## config.mk

```make
export PLATFORM = sky130hd
export DESIGN_NAME = uart_fifo_ctl
export DESIGN_NICKNAME = d
export VERILOG_FILES = /design/src/rtl/uart_fifo_pkg.sv /design/src/rtl/ufc_ctl_reg.sv /design/src/rtl/ufc_fifo.sv /design/src/rtl/ufc_req_gen.sv /design/src/rtl/uart_fifo_ctl.sv
export SDC_FILE = /design/constraint.sdc
export NUM_CORES = 1
export LEC_CHECK = 0
export BUFFER_PORTS_ARGS = -buffer_cell sky130_fd_sc_hd__buf_2
export CORE_MARGIN = 4
export CORE_UTILIZATION = 60
export CTS_BUF_LIST = sky130_fd_sc_hd__clkbuf_8
export CTS_CLUSTER_SIZE = 30
export DETAILED_ROUTE_END_ITERATION = 10
export GPL_ROUTABILITY_DRIVEN = 0
export MAX_ROUTING_LAYER = met4
export PLACE_DENSITY_LB_ADDON = 0.05
export SYNTH_ARGS = -nofsm -noshare
export SYNTH_HDL_FRONTEND = slang
export SYNTH_SLANG_ARGS = --single-unit
```

## constraint.sdc

```tcl
create_clock -name clk -period 4.1 [get_ports clk]
set_input_delay 0.205 -clock clk [delete_from_list [all_inputs] [get_ports clk]]
set_output_delay 0.205 -clock clk [all_outputs]
set_load 0.05 [all_outputs]
```

## src/rtl/uart_fifo_pkg.sv

```systemverilog
package uart_fifo_pkg;

  typedef struct packed {
    logic [1:0] rx_sel;
    logic [1:0] tx_sel;
    logic       dma_mode;
    logic       fifo_en;
  } ctl_t;

  function automatic logic [7:0] rx_level(input logic [1:0] sel);
    case (sel)
      2'b00:   rx_level = 8'd8;
      2'b01:   rx_level = 8'd16;
      2'b10:   rx_level = 8'd24;
      default: rx_level = 8'd28;
    endcase
  endfunction

  function automatic logic [7:0] tx_level(input logic [1:0] sel);
    case (sel)
      2'b00:   tx_level = 8'd16;
      2'b01:   tx_level = 8'd8;
      2'b10:   tx_level = 8'd24;
      default: tx_level = 8'd30;
    endcase
  endfunction

endpackage

```

## src/rtl/ufc_ctl_reg.sv

```systemverilog
module ufc_ctl_reg
  import uart_fifo_pkg::*;
(
  input  logic       clk,
  input  logic       rst_n,
  input  logic       wr_en,
  input  logic [7:0] wr_data,
  output ctl_t       ctl,
  output logic       rx_flush,
  output logic       tx_flush
);

  logic en_change;

  // bits 1 and 2 act only during the write cycle; a change of bit 0 empties both queues
  assign en_change = wr_en && (wr_data[0] != ctl.fifo_en);
  assign rx_flush  = (wr_en && wr_data[1]) || en_change;
  assign tx_flush  = (wr_en && wr_data[2]) || en_change;

  always_ff @(posedge clk or negedge rst_n) begin
    if (!rst_n) begin
      ctl <= '0;
    end else if (wr_en) begin
      ctl.fifo_en  <= wr_data[0];
      ctl.dma_mode <= wr_data[3];
      ctl.tx_sel   <= wr_data[5:4];
      ctl.rx_sel   <= wr_data[7:6];
    end
  end

endmodule

```

## src/rtl/ufc_fifo.sv

```systemverilog
module ufc_fifo #(
  parameter int W     = 8,
  parameter int DEPTH = 32,
  localparam int AW   = (DEPTH > 1) ? $clog2(DEPTH) : 1,
  localparam int CW   = $clog2(DEPTH + 1)
) (
  input  logic          clk,
  input  logic          rst_n,
  input  logic          flush,
  input  logic          single,
  input  logic          push,
  input  logic [W-1:0]  din,
  input  logic          pop,
  output logic [W-1:0]  dout,
  output logic [CW-1:0] count,
  output logic          full,
  output logic          empty
);

  logic [W-1:0]  mem [DEPTH];
  logic [AW-1:0] wptr, rptr;
  logic [W-1:0]  last_q;
  logic          push_ok, pop_ok;

  function automatic logic [AW-1:0] step(input logic [AW-1:0] p);
    step = (p == AW'(DEPTH - 1)) ? '0 : p + 1'b1;
  endfunction

  assign empty   = (count == '0);
  assign full    = single ? !empty : (count == CW'(DEPTH));
  assign push_ok = push && !full && !flush;
  assign pop_ok  = pop && !empty && !flush;
  assign dout    = empty ? last_q : mem[rptr];

  always_ff @(posedge clk) begin
    if (push_ok) mem[wptr] <= din;
  end

  always_ff @(posedge clk or negedge rst_n) begin
    if (!rst_n) begin
      wptr   <= '0;
      rptr   <= '0;
      count  <= '0;
      last_q <= '0;
    end else if (flush) begin
      wptr  <= '0;
      rptr  <= '0;
      count <= '0;
    end else begin
      if (push_ok) wptr <= step(wptr);
      if (pop_ok) begin
        rptr   <= step(rptr);
        last_q <= mem[rptr];
      end
      case ({push_ok, pop_ok})
        2'b10:   count <= count + 1'b1;
        2'b01:   count <= count - 1'b1;
        default: count <= count;
      endcase
    end
  end

endmodule

```

## src/rtl/ufc_req_gen.sv

```systemverilog
module ufc_req_gen
  import uart_fifo_pkg::*;
#(
  parameter int CW = 6
) (
  input  logic          clk,
  input  logic          rst_n,
  input  ctl_t          ctl,
  input  logic [CW-1:0] rx_count,
  input  logic [CW-1:0] tx_count,
  output logic          rx_irq,
  output logic          tx_irq,
  output logic          rxrdy_n,
  output logic          txrdy_n
);

  logic [CW-1:0] rx_thr, tx_thr;
  logic          rx_hit, tx_low, block;
  logic          rx_irq_d, tx_irq_d, rxrdy_d, txrdy_d;

  assign rx_thr = CW'(rx_level(ctl.rx_sel));
  assign tx_thr = CW'(tx_level(ctl.tx_sel));
  assign rx_hit = (rx_count >= rx_thr);
  assign tx_low = (tx_count < tx_thr);
  assign block  = ctl.fifo_en && ctl.dma_mode;

  always_comb begin
    rx_irq_d = ctl.fifo_en ? rx_hit : (rx_count != '0);
    tx_irq_d = ctl.fifo_en ? tx_low : (tx_count == '0);
    if (block) begin
      rxrdy_d = !rx_hit;
      txrdy_d = !tx_low;
    end else begin
      rxrdy_d = (rx_count == '0);
      txrdy_d = (tx_count != '0);
    end
  end

  always_ff @(posedge clk or negedge rst_n) begin
    if (!rst_n) begin
      rx_irq  <= 1'b0;
      tx_irq  <= 1'b0;
      rxrdy_n <= 1'b1;
      txrdy_n <= 1'b1;
    end else begin
      rx_irq  <= rx_irq_d;
      tx_irq  <= tx_irq_d;
      rxrdy_n <= rxrdy_d;
      txrdy_n <= txrdy_d;
    end
  end

endmodule

```

## src/rtl/uart_fifo_ctl.sv

```systemverilog
module uart_fifo_ctl
  import uart_fifo_pkg::*;
#(
  parameter int W     = 8,
  parameter int DEPTH = 32
) (
  input  logic         clk,
  input  logic         rst_n,
  input  logic         ctl_we,
  input  logic [7:0]   ctl_wdata,
  input  logic         tx_in_valid,
  output logic         tx_in_ready,
  input  logic [W-1:0] tx_in_data,
  output logic         rx_out_valid,
  input  logic         rx_out_ready,
  output logic [W-1:0] rx_out_data,
  input  logic         rx_ser_push,
  input  logic [W-1:0] rx_ser_data,
  output logic         rx_overrun,
  input  logic         tx_ser_pop,
  output logic [W-1:0] tx_ser_data,
  output logic         tx_ser_empty,
  output logic         rx_irq,
  output logic         tx_irq,
  output logic         rxrdy_n,
  output logic         txrdy_n
);

  localparam int CW = $clog2(DEPTH + 1);

  ctl_t          ctl_q;
  logic          rx_flush, tx_flush;
  logic          fifo_en, dma_mode;
  logic [1:0]    rx_sel, tx_sel;
  logic [CW-1:0] rx_count, tx_count;
  logic          rx_full, rx_empty, tx_full;
  logic          tx_push, rx_pop;

  assign fifo_en  = ctl_q.fifo_en;
  assign dma_mode = ctl_q.dma_mode;
  assign rx_sel   = ctl_q.rx_sel;
  assign tx_sel   = ctl_q.tx_sel;

  ufc_ctl_reg u_ctl (
    .clk      (clk),
    .rst_n    (rst_n),
    .wr_en    (ctl_we),
    .wr_data  (ctl_wdata),
    .ctl      (ctl_q),
    .rx_flush (rx_flush),
    .tx_flush (tx_flush)
  );

  assign tx_in_ready  = !tx_full;
  assign tx_push      = tx_in_valid && tx_in_ready;
  assign rx_out_valid = !rx_empty;
  assign rx_pop       = rx_out_valid && rx_out_ready;

  ufc_fifo #(.W(W), .DEPTH(DEPTH)) u_rx_q (
    .clk    (clk),
    .rst_n  (rst_n),
    .flush  (rx_flush),
    .single (!fifo_en),
    .push   (rx_ser_push),
    .din    (rx_ser_data),
    .pop    (rx_pop),
    .dout   (rx_out_data),
    .count  (rx_count),
    .full   (rx_full),
    .empty  (rx_empty)
  );

  ufc_fifo #(.W(W), .DEPTH(DEPTH)) u_tx_q (
    .clk    (clk),
    .rst_n  (rst_n),
    .flush  (tx_flush),
    .single (!fifo_en),
    .push   (tx_push),
    .din    (tx_in_data),
    .pop    (tx_ser_pop),
    .dout   (tx_ser_data),
    .count  (tx_count),
    .full   (tx_full),
    .empty  (tx_ser_empty)
  );

  // dropped receive characters are remembered until the receive queue is emptied by a flush
  always_ff @(posedge clk or negedge rst_n) begin
    if (!rst_n)                        rx_overrun <= 1'b0;
    else if (rx_flush)                 rx_overrun <= 1'b0;
    else if (rx_ser_push && rx_full)   rx_overrun <= 1'b1;
  end

  ufc_req_gen #(.CW(CW)) u_req (
    .clk      (clk),
    .rst_n    (rst_n),
    .ctl      (ctl_q),
    .rx_count (rx_count),
    .tx_count (tx_count),
    .rx_irq   (rx_irq),
    .tx_irq   (tx_irq),
    .rxrdy_n  (rxrdy_n),
    .txrdy_n  (txrdy_n)
  );

endmodule

```

**Word-level counts from Yosys, hierarchy flattened**

Memory sizes are Yosys's and may differ from the RTL's.
Index checks and enable logic that the tools add are counted.

- Mux-type cells: 32
- Reduce and logical (&&, ||, !) cells: 40
- Equality and inequality tests: 15
- Bitwise gates (word level): 2
- Order comparisons: 2
- Add/sub/neg operators: 8

Operators by type and width:

| operator | count |
|---|---|
| 5-bit two-way mux | 12 |
| 5-bit one-hot mux with 3 select lines | 2 |
| 6-bit one-hot mux with 2 select lines | 2 |
| 5-bit by 1-bit adder with 5-bit output, second input constant | 4 |
| 5-bit == test, second input constant | 4 |
| 8-bit two-way mux | 2 |
| 1-bit logical AND | 15 |
| 6-bit by 1-bit adder with 6-bit output, second input constant | 2 |
| 6-bit == test, second input constant | 2 |
| 6-bit logical NOT | 2 |
| 1-bit two-way mux | 12 |
| 6-bit two-way mux | 2 |
| 6-bit nonzero test | 2 |
| 6-bit by 1-bit subtractor with 6-bit output, second input constant | 2 |
| 2-bit nonzero test | 5 |
| 2-bit by 1-bit == test with 1-bit output, second input constant | 4 |
| 2-bit == test, second input constant | 4 |
| 1-bit logical NOT | 8 |
| 6-bit by 5-bit greater-or-equal comparator with 1-bit output | 1 |
| 6-bit by 5-bit < comparator with 1-bit output | 1 |
| 3-bit nonzero test | 2 |
| 2-bit logical NOT | 2 |
| 2-bit AND reduction | 2 |
| 1-bit logical OR | 2 |
| other kinds (2) | 3 |

- Register bits: 59
- Memories kept: 2
- Output and inout bits: 24
- RAM bits: 512

Memories:

| name | words | bits a word | rd ports | clocked after memory_dff | wr ports | RTL line | text |
|---|---|---|---|---|---|---|---|
| u_rx_q.mem | 32 | 8 | 1 | 0 | 1 | ufc_fifo.sv:20 | `logic [W-1:0] mem [DEPTH];` |
| u_tx_q.mem | 32 | 8 | 1 | 0 | 1 | ufc_fifo.sv:20 |  |

**Logic depth before layout (Yosys ltp)**

- Word-level depth: 10
- Mapped depth: 13
- Gate-level depth less buffers: 11

**Cells and area by module**

Synthesis repeated with hierarchy kept, for this count alone.

- Cells, all modules: 1,452
- Area, all modules: 23,565.1 µm²

By module, submodules not included:

| module | cells each | area each (µm²) | sequential area each (µm²) | instances |
|---|---|---|---|---|
| ufc_fifo | 692 | 11,421.0 | 8,287.9 | 2 |
| ufc_req_gen | 44 | 390.4 | 102.6 | 1 |
| ufc_ctl_reg | 16 | 275.3 | 150.1 | 1 |
| uart_fifo_ctl | 8 | 57.6 | 25.0 | 1 |

**Least setup slack after synthesis**

No wires, ideal clock.

- Path type: register to register
- Start: register u_rx_q.count[3]
- End: memory u_rx_q.mem[0][0] (enable)
- Buffers on the path: 0
- Path slack: 1,561 ps
- Arrival: 2,169 ps
- Data required time: 3,730 ps
- Period minus slack after synthesis: 2,539 ps
- Cell stages (with the launch flop): 7
- Cell sequence: dfrtp_1 > or3_2 > nor2_1 > o21ai_1 > nor2_1 > nand2_2 > nor2_1

- Cells in the longest elaborated chain, start to end: 8
- Elaborated cells between the ends (all ways): 9
- Classes of those cells: eq/ne (1); mux (3); reduce/logical (5)

Ends and longest elaborated chain:

| item | RTL line | text |
|---|---|---|
| from (decl) | ufc_fifo.sv:15 | `output logic [CW-1:0] count,` |
| from (signal assigned) | ufc_fifo.sv:56 | `2'b10: count <= count + 1'b1;` |
| from (signal assigned) | ufc_fifo.sv:57 | `2'b01: count <= count - 1'b1;` |
| from (signal assigned) | ufc_fifo.sv:58 | `default: count <= count;` |
| 6-bit logical NOT | ufc_fifo.sv:29 | `assign empty = (count == '0);` |
| 1-bit logical NOT | ufc_fifo.sv:30 | `assign full = single ? !empty : (count == CW'(DEPTH));` |
| 1-bit two-way mux * | ufc_fifo.sv:30 |  |
| 1-bit logical NOT * | ufc_fifo.sv:31 | `assign push_ok = push && !full && !flush;` |
| 1-bit logical AND * (2 in a row) | ufc_fifo.sv:31 |  |
| 1-bit two-way mux * | ufc_fifo.sv:36 | `if (push_ok) mem[wptr] <= din;` |
| 1-bit two-way mux (not written as such) * | ufc_fifo.sv:36 |  |
| to (decl) | ufc_fifo.sv:20 |  |

Mark *: on every way between the ends. The rest lies on a longest branch, timed or not.

**Worst setup path after layout**

- Start: register u_rx_q.rptr[0]
- End: output rx_out_data[1]

- Cells in the longest elaborated chain, start to end: 2

Ends and longest elaborated chain:

| item | RTL line | text |
|---|---|---|
| from (decl) | ufc_fifo.sv:21 | `logic [AW-1:0] wptr, rptr;` |
| from (signal assigned) | ufc_fifo.sv:52 | `rptr <= step(rptr);` |
| memory 32 x 8 bit | n/a |  |
| 8-bit two-way mux | ufc_fifo.sv:33 | `assign dout = empty ? last_q : mem[rptr];` |
| to (decl) | uart_fifo_ctl.sv:16 | `output logic [W-1:0] rx_out_data,` |

Every way passes these cells.

==> impl_metrics.json <==
{
  "ant_nets": 0,
  "finalSetupTns_ps": 0,
  "wl_um": 51080,
  "p_per_area_nw_per_um2": 619.8,
  "grt_first_pass_wirelength_um": 78290,
  "syn_nets": 1435,
  "wl_per_cell_um": 24.54,
  "portBuffers": 54,
  "seq_power_share": 0.438,
  "nets": 1545,
  "die-area_um2": 42290,
  "antenna_found_initial": 0,
  "regArea_um2": 16860,
  "overflow": 0,
  "setup_viol": 0,
  "worstMarginPinSlew_ps": 1095,
  "yosysWarnings": 0,
  "skew_ps": 29.75,
  "grt_pass1_vias": 12840,
  "slew_viol_final": 0,
  "cts_tree": "yes",
  "vdd_drop_max_mv": 0.5802,
  "relSlewSlack": 0.2684,
  "synth_seq_cells": 571,
  "maxCapViolCount": 0,
  "clkTransAtPathRegs_ps": 60,
  "path_max_fanout": 29,
  "async_flop_share": 0.1033,
  "hold_viol": 0,
  "drc_errors": 0,
  "hold_class": "input port to flip-flop",
  "fillCellCount": 2618,
  "die_w_um": 205.6,
  "avgSynthCellArea_um2": 16.96,
  "clockBufferDepth": 3,
  "power.total_mw": 16.13,
  "synth_area_um2": 23440,
  "ys.flop_type": "edfxtp_1",
  "syn_inst": 1382,
  "place_hpwl_um": 31730,
  "synth_edf_count": 512,
  "placed_cell_area_um2": 24180,
  "crit_path_end_kind": "output port",
  "numCtsBuffers": 90,
  "clkPwrFrac": 0.277,
  "intPower_mw": 10.79,
  "multi_input_area_um2": 6176,
  "floorplan.die.height_um": 205.6,
  "fin_crit_ps": 3886,
  "grt_max_degree": 68,
  "critical_path_class": "flip-flop to output port",
  "ys_types": 57,
  "comb_power_share": 0.285,
  "coreArea_um2": 38650,
  "status": "completed",
  "clock-root-buffer": "clkbuf_8",
  "final_area_um2": 26030,
  "drt_pass1_iterations": 6,
  "initial_utilization": 0.6064,
  "period_share": 0.9478,
  "diodes": 0,
  "rows": 72,
  "area_growth_pct": 11.05,
  "required_ps": 3890,
  "htree_num_levels": 3,
  "io-pin-count": 55,
  "fmax_ghz": 0.2573,
  "startpoint_type": "flip-flop",
  "cp_data_arrival_time_ps": 3680,
  "cts_sinks": 571,
  "yosysSeqAreaShare": 0.7191,
  "post_drt_via_cell_ratio": 6.073,
  "initialDrtViolationCount": 873,
  "track_usage": 0.2558,
  "vias": 12640,
  "layout-drive-gt1-share": 0.2028,
  "switchingPower_mw": 5.342,
  "p_sw_frac": 0.3312,
  "rsz0062_at_grt": "false",
  "clk_latency_ps": 640,
  "total_leakage_power_nw": 8.665
}
## power by group through the flow
stage	Combinational (mW)	Clock (mW)	Sequential, mW
6_report	4.60	4.47	7.06
5_1_grt	4.91	4.85	7.12
4_1_cts	4.63	4.57	7.06
3_5_place_dp	4.60	0	7.18
3_3_place_gp	4.55	0	7.17
2_1_floorplan	3.64	0	6.95
## per-layer routing
layer  GRT usage  wire, µm
met1      0.3452     21240
met2      0.4080     25730
met3     0.03751      2756
met4     0.08732      1345
met5           -         0
## flip-flops by register name, indices dropped and copies added, names as in the netlist, 5 cells and up
signal	flops
u_rx_q.count	6
u_tx_q.count	6
u_ctl.ctl	6
u_tx_q.mem	256
u_tx_q.rptr	5
u_rx_q.rptr	5
u_rx_q.wptr	5
u_tx_q.last_q	8
u_tx_q.wptr	5
u_rx_q.last_q	8
u_rx_q.mem	256
## synthesized netlist by cell type, types with 2 or more instances
cell type,number,area share
nand2_2,4,0.0011
buf_6,6,0.0029
a22o_1,23,0.0086
nand4_1,2,0.00053
nand2_1,53,0.0085
edfxtp_1,512,0.66
mux2_2,42,0.020
nor2b_1,7,0.0019
nor4_1,2,0.00053
o21a_1,3,0.00096
dfstp_2,2,0.0022
a21boi_1,3,0.00096
or3_1,6,0.0016
buf_2,31,0.0066
clkbuf_1,25,0.0040
xnor2_1,4,0.0015
a221oi_1,15,0.0056
and3b_1,2,0.00075
o21ai_1,9,0.0019
a221oi_2,2,0.0013
a21oi_1,41,0.0088
a21o_1,2,0.00064
a31oi_1,6,0.0016
nor3_1,11,0.0023
mux4_2,64,0.062
or3b_2,3,0.0011
dfrtp_1,57,0.061
or4_1,4,0.0013
a22oi_1,41,0.013
nand3b_1,6,0.0019
and2_1,4,0.0011
o21ai_0,10,0.0021
nor2_1,99,0.016
buf_1,14,0.0022
nor3b_1,4,0.0013
inv_1,10,0.0016
mux2i_1,135,0.058
and3_1,7,0.0019
xor2_1,5,0.0019
nand2b_1,4,0.0011
ha_1,22,0.012
nand3_1,65,0.014
## final timing paths
path                       slack [ps]  depth (start not counted)           endpoint        startpoint
hold reg to reg                   500                          1   u_tx_q.last_q[6]  u_tx_q.last_q[6]
setup reg to reg                  870                          6  u_rx_q.mem[16][0]   u_rx_q.count[3]
hold / removal                    100                          4     u_tx_q.rptr[4]        tx_ser_pop
max in group asynchronous        2910                          3     u_tx_q.rptr[1]             rst_n
min in group asynchronous         220                          2   u_rx_q.last_q[5]             rst_n
setup / recovery                  210                          7     rx_out_data[1]    u_rx_q.rptr[0]
## cells in the final DEF (no fill, tap or decap), drive strengths merged, types with 5 or more instances in the layout
cell type / Yosys / layout
mux4: 64 / 64
nor2b: 7 / 7
a221oi: 17 / 17
nand2: 57 / 57
dfrtp: 57 / 57
clkinv: 0 / 25
o21ai: 19 / 19
nand3b: 6 / 6
and3: 7 / 7
a21oi: 41 / 41
mux2i: 135 / 135
buf: 51 / 78
edfxtp: 512 / 512
xor2: 5 / 5
nor2: 99 / 99
mux2: 42 / 42
dlygate4sd3: 0 / 16
ha: 22 / 22
clkbuf: 25 / 97
or3: 7 / 7
a31oi: 6 / 6
inv: 10 / 46
a22oi: 41 / 41
a22o: 23 / 23
nand3: 65 / 65
nor3: 12 / 12
## cells by family (layout without fill, tap and decap cells)
| kind of cell | count (synthesis) | in the layout | synth area share |
|---|---|---|---|
| DFF | 571 | 571 | 0.7191 |
| and+or+nand+nor | 288 | 288 | 0.05835 |
| muxes | 241 | 241 | 0.1393 |
| AOI/OAI and AO/OA | 165 | 165 | 0.05072 |
| buffers and inverters | 86 | 267 | 0.01735 |
| adders and majority gates | 22 | 22 | 0.01175 |
| xor gates and xnor gates | 9 | 9 | 0.003363 |
## worst max-delay path, stage by stage, from the launching register on
cell,delay [ps]
dfrtp_2,640
buf_6,390
mux4_2,540
a22o_1,260
a221oi_1,430
nand3_1,240
mux2_2,310
buf_2,210
## layout make-up
cell class              instances  area share
inverters                      10    0.001442
well taps                     518     0.02490
clock inverters                66     0.01322
multi-input cells             725      0.2373
flip-flops and latches        571      0.6480
repair buffers                 94     0.02389
clock buffers                  97     0.05130
## stage by stage
stage | hold WS (ps) | util | std cells | setup slack [ps]
global route | 93.24 | 0.6734 | 2081 | 29.58
floorplan | -90.59 | - | 1382 | 1561
detailed placement | 387.3 | 0.6256 | 1902 | 663.8
global placement | 393.9 | 0.6256 | 1902 | 711.2
finish | 100.3 | 0.6734 | 2081 | 214.2
CTS | 42.57 | 0.6732 | 2081 | 87.22
## what timing repair did
item,in CTS,in global routing
buffers inserted,0,0
setup endpoints to repair,2,2
hold buffers,16,0
endpoints found under the hold margin,42,0
resized for setup,1,2
Note: power is estimated with default switching activity, not from simulation.
